===== src/rtl/lcdt_pkg.sv =====
package lcdt_pkg;
  localparam int REG_W    = 32;
  localparam int REG_N    = 4;
  localparam int ADDR_W   = $clog2(REG_N);
  localparam int DIV_W    = 8;
  localparam int HSEG_W   = 11;
  localparam int VSW_W    = 7;
  localparam int VPORCH_W = 8;
  localparam int ACT_W    = 12;
  localparam int HCNT_W   = ACT_W + 1;
  localparam int VCNT_W   = ACT_W;
  localparam int COORD_W  = ACT_W - 1;

  typedef struct packed {
    logic [DIV_W-1:0]    div;
    logic [HSEG_W-1:0]   hsw;
    logic [HSEG_W-1:0]   hbp;
    logic [HSEG_W-1:0]   hfp;
    logic [ACT_W-1:0]    hact;
    logic [VSW_W-1:0]    vsw;
    logic [VPORCH_W-1:0] vbp;
    logic [VPORCH_W-1:0] vfp;
    logic [ACT_W-1:0]    vact;
    logic                inv_h;
    logic                inv_v;
    logic                inv_p;
    logic                sync_on_rise;
  } timing_t;

  // Unpack the biased, split register fields into plain counts.
  function automatic timing_t decode_timing(input logic [REG_W-1:0] ctl,
                                            input logic [REG_W-1:0] w0,
                                            input logic [REG_W-1:0] w1,
                                            input logic [REG_W-1:0] w2);
    timing_t    t;
    logic [7:0] blocks;
    t.div   = (ctl[15:8] < 8'd2) ? 8'd2 : ctl[15:8];
    t.hbp   = {1'b0, w2[5:4], w0[31:24]} + 11'd1;
    t.hfp   = {1'b0, w2[1:0], w0[23:16]} + 11'd1;
    t.hsw   = {1'b0, w2[30:27], w0[15:10]} + 11'd1;
    blocks  = {1'b0, w0[3], w0[9:4]} + 8'd1;
    t.hact  = {blocks, 4'b0000};
    t.vbp   = w1[31:24];
    t.vfp   = w1[23:16];
    t.vsw   = {1'b0, w1[15:10]} + 7'd1;
    t.vact  = {1'b0, w2[26], w1[9:0]} + 12'd1;
    t.inv_h = w2[21];
    t.inv_v = w2[20];
    t.inv_p = w2[22];
    t.sync_on_rise = w2[25] & w2[24];
    return t;
  endfunction

  function automatic logic [HCNT_W-1:0] h_total(input timing_t t);
    return HCNT_W'(t.hsw) + HCNT_W'(t.hbp) + HCNT_W'(t.hfp) + HCNT_W'(t.hact);
  endfunction

  function automatic logic [VCNT_W-1:0] v_total(input timing_t t);
    return VCNT_W'(t.vsw) + VCNT_W'(t.vbp) + VCNT_W'(t.vfp) + t.vact;
  endfunction
endpackage


===== src/rtl/lcdt_regs.sv =====
module lcdt_regs
  import lcdt_pkg::*;
(
  input  logic              clk,
  input  logic              rst_n,
  input  logic              wr_en,
  input  logic [ADDR_W-1:0] wr_addr,
  input  logic [REG_W-1:0]  wr_data,
  input  logic              load_shadow,
  output logic              en,
  output timing_t           tm_act
);
  logic [REG_W-1:0] regs [REG_N];

  for (genvar i = 0; i < REG_N; i++) begin : g_reg
    always_ff @(posedge clk or negedge rst_n) begin
      if (!rst_n)
        regs[i] <= '0;
      else if (wr_en && (wr_addr == ADDR_W'(i)))
        regs[i] <= wr_data;
    end
  end

  assign en = regs[0][0];

  // Working copy: follows the registers while stopped, else only at frame wrap.
  always_ff @(posedge clk or negedge rst_n) begin
    if (!rst_n)
      tm_act <= decode_timing('0, '0, '0, '0);
    else if (load_shadow)
      tm_act <= decode_timing(regs[0], regs[1], regs[2], regs[3]);
  end
endmodule


===== src/rtl/lcdt_pixdiv.sv =====
module lcdt_pixdiv #(
  parameter int DIV_W = 8
) (
  input  logic             clk,
  input  logic             rst_n,
  input  logic             run,
  input  logic [DIV_W-1:0] div,
  output logic             tick,
  output logic             pclk_hi,
  output logic             rise_strobe
);
  logic [DIV_W-1:0] cnt;
  logic [DIV_W-1:0] half;

  assign half = div >> 1;

  always_ff @(posedge clk or negedge rst_n) begin
    if (!rst_n)         cnt <= '0;
    else if (!run)      cnt <= '0;
    else if (tick)      cnt <= '0;
    else                cnt <= cnt + DIV_W'(1);
  end

  assign tick        = run && (cnt == div - DIV_W'(1));
  assign pclk_hi     = run && (cnt >= half);
  assign rise_strobe = run && (cnt == half - DIV_W'(1));
endmodule


===== src/rtl/lcdt_scan.sv =====
module lcdt_scan
  import lcdt_pkg::*;
(
  input  logic               clk,
  input  logic               rst_n,
  input  logic               run,
  input  logic               tick,
  input  timing_t            tm,
  output logic [HCNT_W-1:0]  hc,
  output logic [VCNT_W-1:0]  vc,
  output logic [HCNT_W-1:0]  h_tot,
  output logic               hs_act,
  output logic               vs_act,
  output logic               de,
  output logic               frame_end,
  output logic [COORD_W-1:0] px,
  output logic [COORD_W-1:0] ln
);
  logic [VCNT_W-1:0] v_tot;
  logic [HCNT_W-1:0] h0;
  logic [VCNT_W-1:0] v0;
  logic              h_last, v_last, h_in, v_in;

  assign h_tot  = h_total(tm);
  assign v_tot  = v_total(tm);
  assign h0     = HCNT_W'(tm.hsw) + HCNT_W'(tm.hbp);
  assign v0     = VCNT_W'(tm.vsw) + VCNT_W'(tm.vbp);
  assign h_last = (hc == h_tot - HCNT_W'(1));
  assign v_last = (vc == v_tot - VCNT_W'(1));

  always_ff @(posedge clk or negedge rst_n) begin
    if (!rst_n) begin
      hc <= '0;
      vc <= '0;
    end else if (!run) begin
      hc <= '0;
      vc <= '0;
    end else if (tick) begin
      if (h_last) begin
        hc <= '0;
        vc <= v_last ? '0 : vc + VCNT_W'(1);
      end else begin
        hc <= hc + HCNT_W'(1);
      end
    end
  end

  assign h_in      = (hc >= h0) && (hc < h0 + HCNT_W'(tm.hact));
  assign v_in      = (vc >= v0) && (vc < v0 + tm.vact);
  assign hs_act    = run && (hc < HCNT_W'(tm.hsw));
  assign vs_act    = run && (vc < VCNT_W'(tm.vsw));
  assign de        = run && h_in && v_in;
  assign frame_end = h_last && v_last;
  assign px        = de ? COORD_W'(hc - h0) : '0;
  assign ln        = de ? COORD_W'(vc - v0) : '0;
endmodule


===== src/rtl/raster_timing_gen.sv =====
module raster_timing_gen
  import lcdt_pkg::*;
(
  input  logic               clk,
  input  logic               rst_n,
  input  logic               wr_en,
  input  logic [ADDR_W-1:0]  wr_addr,
  input  logic [REG_W-1:0]   wr_data,
  output logic               pix_ce,
  output logic               pclk_o,
  output logic               hsync_o,
  output logic               vsync_o,
  output logic               de_o,
  output logic [COORD_W-1:0] pix_x,
  output logic [COORD_W-1:0] line_y,
  output logic               frame_done
);
  timing_t           tm_act;
  logic              run, tick, pclk_hi, rise_strobe;
  logic              load_shadow, frame_end;
  logic              hs_act, vs_act, hs_q, vs_q, hs_sel, vs_sel;
  logic [HCNT_W-1:0] hc, h_tot;
  logic [VCNT_W-1:0] vc;

  assign load_shadow = !run || (tick && frame_end);

  lcdt_regs u_regs (
    .clk(clk), .rst_n(rst_n), .wr_en(wr_en), .wr_addr(wr_addr),
    .wr_data(wr_data), .load_shadow(load_shadow), .en(run), .tm_act(tm_act)
  );

  lcdt_pixdiv #(.DIV_W(DIV_W)) u_div (
    .clk(clk), .rst_n(rst_n), .run(run), .div(tm_act.div),
    .tick(tick), .pclk_hi(pclk_hi), .rise_strobe(rise_strobe)
  );

  lcdt_scan u_scan (
    .clk(clk), .rst_n(rst_n), .run(run), .tick(tick), .tm(tm_act),
    .hc(hc), .vc(vc), .h_tot(h_tot), .hs_act(hs_act), .vs_act(vs_act),
    .de(de_o), .frame_end(frame_end), .px(pix_x), .ln(line_y)
  );

  // Syncs retimed to the rising pixel-clock edge when that option is on.
  always_ff @(posedge clk or negedge rst_n) begin
    if (!rst_n) begin
      hs_q <= 1'b0;
      vs_q <= 1'b0;
    end else if (!run) begin
      hs_q <= 1'b0;
      vs_q <= 1'b0;
    end else if (rise_strobe) begin
      hs_q <= hs_act;
      vs_q <= vs_act;
    end
  end

  assign hs_sel     = tm_act.sync_on_rise ? hs_q : hs_act;
  assign vs_sel     = tm_act.sync_on_rise ? vs_q : vs_act;
  assign hsync_o    = hs_sel ^ tm_act.inv_h;
  assign vsync_o    = vs_sel ^ tm_act.inv_v;
  assign pclk_o     = pclk_hi ^ tm_act.inv_p;
  assign pix_ce     = tick;
  assign frame_done = tick && frame_end;
endmodule


===== config.mk =====
export PLATFORM = sky130hd
export DESIGN_NAME = raster_timing_gen
export DESIGN_NICKNAME = d
export VERILOG_FILES = /design/src/rtl/lcdt_pkg.sv /design/src/rtl/lcdt_regs.sv /design/src/rtl/lcdt_pixdiv.sv /design/src/rtl/lcdt_scan.sv /design/src/rtl/raster_timing_gen.sv
export SDC_FILE = /design/constraint.sdc
export NUM_CORES = 1
export LEC_CHECK = 0
export ABC_AREA = 1
export CORE_ASPECT_RATIO = 1.1
export CORE_UTILIZATION = 55
export CTS_CLUSTER_SIZE = 24
export DETAILED_ROUTE_END_ITERATION = 8
export HOLD_SLACK_MARGIN = 0.15
export PLACE_DENSITY_LB_ADDON = 0.12
export SLEW_MARGIN = 20
export SYNTH_ARGS = -nofsm -noshare
export SYNTH_HDL_FRONTEND = slang
export SYNTH_SLANG_ARGS = --single-unit

===== constraint.sdc =====
create_clock -name clk -period 6.9 [get_ports clk]
set_clock_uncertainty 0.1 [all_clocks]
set_input_delay 1.035 -clock clk [delete_from_list [all_inputs] [get_ports clk]]
set_output_delay 1.035 -clock clk [all_outputs]
set_load 0.005 [all_outputs]

# Yosys cells after proc, flatten, opt, wreduce, memory -nomap -nowiden
# Cells that the tools add are included.
[op_classes]
n_reduce_logical = 19
n_lt_le_gt_ge = 8
eq_ne = 10
addsub = 23
bitwise = 4
n_mux = 18
[ops]
columns = ["op", "n"]
rows = [
  ["12-bit 2-to-1 mux", 4],
  ["13-bit 2-to-1 mux", 3],
  ["10-bit by 1-bit adder with 11-bit output (second input constant)", 3],
  ["12-bit adder", 2],
  ["8-bit 2-to-1 mux", 3],
  ["11-bit 2-to-1 mux", 2],
  ["11-bit subtractor", 2],
  ["8-bit equality test", 2],
  ["1-bit logical AND", 15],
  ["12-bit by 11-bit adder with 13-bit output", 1],
  ["12-bit by 12-bit adder with 13-bit output", 1],
  ["13-bit by 1-bit adder with 13-bit output (second input constant)", 1],
  ["13-bit by 12-bit adder with 13-bit output", 1],
  ["13-bit equality test", 1],
  ["13-bit by 12-bit >= comparator with 1-bit output", 1],
  ["13-bit by 11-bit less-than comparator with 1-bit output", 1],
  ["13-bit less-than comparator", 1],
  ["13-bit by 1-bit subtractor with 13-bit output (second input constant)", 1],
  ["11-bit by 1-bit adder with 12-bit output (second input constant)", 1],
  ["11-bit by 11-bit adder with 12-bit output", 1],
  ["12-bit by 1-bit adder with 12-bit output (second input constant)", 1],
  ["12-bit by 8-bit adder with 12-bit output", 1],
  ["12-bit equality test", 1],
  ["12-bit by 9-bit >= comparator with 1-bit output", 1],
  ["22 further kinds", 31],
]
[word_totals]
wordCells = 104
input_bits = 37
ff_bits = 234

# Depth between registers and ports, before layout
[depth]
word_depth = 9
depth_mapped = 28

# By module
# From an unflattened synthesis, not the netlist that was laid out.
[unflattened]
cells_unflattened = 2214
hier_area_um2 = 16224.3
[by_module_without_submodules]
columns = ["module", "instances", "cells_each", "seq_area_each_um2", "area_per_inst_um2"]
rows = [
  ["lcdt_scan", 1, 1174, 625.6, 7699.9],
  ["lcdt_regs", 1, 847, 4312.9, 7308.3],
  ["lcdt_pixdiv", 1, 160, 200.2, 1034.7],
  ["raster_timing_gen", 1, 33, 50.0, 181.4],
]

# Worst setup path before layout
# Ideal clock, no wire load.
[synth_timing]
kind = "flip-flop to output port"
startpoint = "reg u_regs.tm_act[73] (netlist name)"
endpoint = "out pix_x[0]"
n_path_buf = 1
stages_incl_launch_ff = 24
arrival_time_ns = 4.250
setup_slack_ns = 1.515
cell_sequence = "dfstp_2 -> ha_1 -> inv_1 -> fa_1 -> o21ai_0 -> a21oi_1 -> o21ai_0 -> xor2_1 -> inv_1 -> ha_1 -> a21oi_1 -> nand2_1 -> a21oi_1 -> o21bai_1 -> a21oi_1 -> o21ai_0 -> xor2_1 -> ha_1 -> nand4_1 -> o221ai_1 -> nor2_1 -> nand3_1 -> clkbuf_1 -> nor3_1"
[synth_between]
elab_chain_len = 7
[synth_lines]
columns = ["item", "line", "source"]
rows = [
  ["11-bit by 11-bit adder with 12-bit output (*)", "lcdt_scan.sv:26", "assign h0 = HCNT_W'(tm.hsw) + HCNT_W'(tm.hbp);"],
  ["12-bit by 12-bit adder with 13-bit output", "lcdt_scan.sv:48", "assign h_in = (hc >= h0) && (hc < h0 + HCNT_W'(tm.hact));"],
  ["13-bit less-than comparator", "lcdt_scan.sv:48", ""],
  ["1-bit logical AND", "lcdt_scan.sv:48", ""],
  ["1-bit logical AND (2 in series)", "lcdt_scan.sv:52", "assign de = run && h_in && v_in;"],
  ["11-bit 2-to-1 mux (*)", "lcdt_scan.sv:54", "assign px = de ? COORD_W'(hc - h0) : '0;"],
  ["end: declaration", "raster_timing_gen.sv:14", "output logic [COORD_W-1:0] pix_x,"],
]
# Mark *: on every way between the ends. The rest lies on a longest branch, timed or not.

# Worst setup path after layout
[layout_timing]
startpoint = "reg u_regs.tm_act[62] (netlist name)"
endpoint = "out line_y[9]"
[layout_between]
elab_chain_len = 7
[layout_lines]
columns = ["item", "line", "source"]
rows = [
  ["11-bit by 11-bit adder with 12-bit output (*)", "lcdt_scan.sv:26", ""],
  ["12-bit by 12-bit adder with 13-bit output", "lcdt_scan.sv:48", ""],
  ["13-bit less-than comparator", "lcdt_scan.sv:48", ""],
  ["1-bit logical AND (*)", "lcdt_scan.sv:48", ""],
  ["1-bit logical AND (*) (2 in series)", "lcdt_scan.sv:52", ""],
  ["11-bit 2-to-1 mux (*)", "lcdt_scan.sv:55", "assign ln = de ? COORD_W'(vc - v0) : '0;"],
  ["end: declaration", "raster_timing_gen.sv:15", "output logic [COORD_W-1:0] line_y,"],
]
# Marks and branches as above.

==> impl_metrics.json <==
{
  "outcome": "finished, final reports clean",
  "vias": 14400,
  "drv_slew": 0,
  "root_buffer": "clkbuf_16",
  "grt_pass1_wl_um": 71100,
  "fin_cells": 2630,
  "drcViolationCount": 0,
  "rows": 66,
  "synth_top_family_by_area": "simple AND/OR/NAND/NOR gates",
  "clock-sinks": 207,
  "ys_seq_area_share_pct": 31.3,
  "post-route-period-util_pct": 96.7,
  "grt_usage_pct": 29.2,
  "diodes": 0,
  "grt_pass1_vias": 13700,
  "synth_top_area_cell": "dfrtp_1",
  "clkLatencyLatePin_ns": 0.54,
  "required_ns": 5.76,
  "critPathMaxStageDelay_ns": 0.54,
  "p_leak_nw": 9.44,
  "worstMarginPinSlew_ns": 1.05,
  "htreeDepth": 1,
  "power_w": 0.00729,
  "drive_above_1_share_pct": 5.59,
  "synth_edf_count": 0,
  "min_period_ns": 6.67,
  "syn_avg_cell_area_sq_um": 7.49,
  "crit_path_start": "u_regs.tm_act[62]$_DFFE_PN1P_",
  "synth-compound-area-share_pct": 7.55,
  "combPwrFrac_pct": 60.4,
  "cts_tree": "built",
  "firstDrtPassIters": 5,
  "synth_nets": 2434,
  "ys_ff_latch": 207,
  "synth.area.mux_share_pct": 0.0679,
  "worstHoldPathType": "reg -> reg",
  "yosysUniqueCellTypes": 52,
  "crit_path_end_kind": "output port",
  "area_growth_pct": 10.1,
  "synthArstFlopShare_pct": 100,
  "worstSetupPathType": "reg -> out",
  "ys_top_cells_by_count": "535 x nand2_1, 326 x inv_1, 200 x dfrtp_1, 169 x nand3_1, 162 x ha_1",
  "antenna_found_initial": 0,
  "pwr-share-clk_pct": 17.2,
  "p_sw_share_pct": 48.3,
  "synth_area_leaders": "dfrtp_1 30%, ha_1 12%, nand2_1 12%",
  "hold_start": "u_regs.regs[84]$_DFFE_PN0P_",
  "crit_path_cell_trace": "ha_1, inv_1, fa_1, o21ai_2, a21oi_1, o21ai_1, xor2_1, inv_1, ha_4, nand3_1, nand2_1, a21oi_2, o21bai_1, a21oi_1, o21ai_1, xor2_1, ha_1, nand4_1, o221ai_1, nor2_1, nand3_2, buf_12, nor3_1, clkdlybuf4s50_1",
  "p_sw_w": 0.00352,
  "ir_drop_mv": 0.217,
  "dp.cells": 2581,
  "critPathSlowestCell": "dfstp_2",
  "synth-simple-area-share_pct": 28.5,
  "netlist_area_sq_um": 16600,
  "dieHeight_um": 184,
  "power_density_nw_per_um2": 399,
  "cap_violations": 0,
  "dpl.hpwl_um": 33200,
  "wl_per_cell_um": 16.8,
  "ys.flop_type": "dfrtp_1",
  "cts_hold_buf": 0,
  "synthCells": 2213,
  "globalplace.congestion": 0.931,
  "core_sq_um": 29600,
  "synth_top_area_share_pct": 30.2,
  "routed_wl_um": 44100,
  "final_nets": 2459,
  "rrSetupSlack_ns": 1.38,
  "grt_max_degree": 108,
  "internal_power_w": 0.00377,
  "yosysMostFrequentCell": "nand2_1",
  "overflow": 0,
  "dieArea_sq_um": 30800,
  "drt_iter0_markers": 1087,
  "hold_violations": 0,
  "timing.fmax_mhz": 150,
  "synth-adder-area-share_pct": 14.9,
  "r2r_start": "u_regs.tm_act[32]$_DFFE_PN1P_",
  "cts.path.max_buffers": 3,
  "finalWorstSetupSlack_ns": 0.227,
  "cp_data_arrival_time_ns": 5.54,
  "viasPerCell": 5.49,
  "yosys_warnings": 0,
  "synth-xor-area-share_pct": 7.13,
  "start_kind": "register",
  "crit_fanout": 12,
  "ios": 65,
  "cts_buffers": 24,
  "ant_nets": 0,
  "critPathBufInv": 4,
  "path_delay_family": "compound AO/OA/AOI/OAI gates",
  "port_buffers": 64,
  "initial_utilization_pct": 55.9,
  "finalSetupViolations": 0,
  "dp_worst_setup_slack_ns": 0.477,
  "dieWidth_um": 168,
  "relSlewSlack_pct": 30.2,
  "clk_pin_slew_ns": 0.06,
  "power_frac_seq_pct": 22.4,
  "holdWs_ns": 0.386
}
[sequential cells by signal, indices dropped and copies added, names as in the netlist]
signal	count
u_regs.en	1
u_div.cnt	8
vs_q	1
u_scan.vc	12
u_regs.regs	83
u_scan.hc	13
hs_q	1
u_regs.tm_act	88
[cells by family after synthesis]
| kind of cell | count (synthesis) |
|---|---|
| xor gates and xnor gates | 135 |
| buffers and inverters | 415 |
| AOI/OAI and AO/OA | 233 |
| muxes | 1 |
| and+or+nand+nor | 1038 |
| DFF | 207 |
| adders and majority gates | 184 |
[power by group through the flow]
stage	sequential (W)	combinational, W	clock (W)
after floorplan	0.00156	0.00339	0
after global placement	0.00164	0.00422	0
after detailed placement	0.00165	0.00430	0
after CTS	0.00163	0.00433	0.00127
after global routing	0.00166	0.00506	0.00132
final	0.00164	0.00440	0.00125
[placed cells by master, fill, tap and decap left out, types with 7 or more instances in the layout]
master | Yosys | layout
o21ai_0 | 113 | 108
a21oi_1 | 82 | 80
nand4_1 | 110 | 110
nand3b_1 | 7 | 7
clkdlybuf4s50_1 | 0 | 63
buf_4 | 13 | 10
inv_1 | 326 | 326
nand2_1 | 535 | 533
inv_2 | 7 | 7
nand3_1 | 169 | 167
nand3_2 | 22 | 24
xor2_1 | 109 | 107
nor3_1 | 55 | 47
clkbuf_1 | 27 | 9
fa_1 | 22 | 22
dfstp_2 | 7 | 7
o211ai_1 | 8 | 8
o21ai_1 | 8 | 11
nor2_1 | 110 | 110
dfrtp_1 | 200 | 199
clkbuf_16 | 0 | 25
nor3_2 | 1 | 9
xnor2_1 | 26 | 26
ha_1 | 162 | 160
[what timing repair did]
item	CTS	global route
pin swaps	1	7
gates cloned	0	1
setup buffers	1	3
resized for setup	1	26
hold endpoints to repair	0	0
endpoints found under the setup margin	23	23
[worst paths after layout]
check	depth (start not counted)	end
max	24	line_y[9]
min	2	u_regs.regs[84]$_DFFE_PN0P_
max reg2reg	26	u_regs.tm_act[30]$_DFFE_PN0P_
min reg2reg	2	u_regs.regs[84]$_DFFE_PN0P_
max in group asynchronous	2	u_regs.tm_act[26]$_DFFE_PN0P_
min in group asynchronous	1	u_scan.vc[10]$_DFFE_PN0P_
[cell type report]
cell class,instances,area (sq um)
multi-input combinational,1591,9770
timing repair buffer,78,796
clock buffer,37,689
clock inverter,7,78.8
inverter,336,1260
fill,2740,11400
sequential,207,5190
tap,374,468
[through the flow]
stage / util, % / area (sq um) / TNS, ns
2_1_floorplan: - / 16600 / 0
3_3_place_gp: 58.4 / 17300 / 0
3_5_place_dp: 58.4 / 17300 / 0
4_1_cts: 61.0 / 18100 / 0
5_1_grt: 61.6 / 18300 / -1.30
6_report: 61.6 / 18300 / 0
[layer usage]
layer	part of all wire, %	vias up	global-route usage [%]
li1	-	7269	-
met1	47	6790	40.9
met2	46	327	48.3
met3	5.2	57	3.35
met4	2.2	0	6.86
met5	0	-	0
[worst reg2reg max path: stages, from the launching register on]
cell and delay [ns]:
dfstp_2 0.55, ha_1 0.19, fa_1 0.22, a21oi_1 0.08, nor2_1 0.08, nor2_1 0.06
o31ai_1 0.35, nand2_1 0.09, a21oi_1 0.24, inv_1 0.15, ha_1 0.34, inv_1 0.07
ha_1 0.28, ha_1 0.37, nand2_1 0.12, nor2_1 0.18, nand3_1 0.11, nand3_1 0.10
nand2_1 0.05, nand2_1 0.13, clkinv_1 0.08, nor2_1 0.11, nand2_1 0.13, nor2_2 0.21
nand2_4 0.59, nand3_1 0.31, nand2_1 0.08
Power figures use the tool's default switching activity.
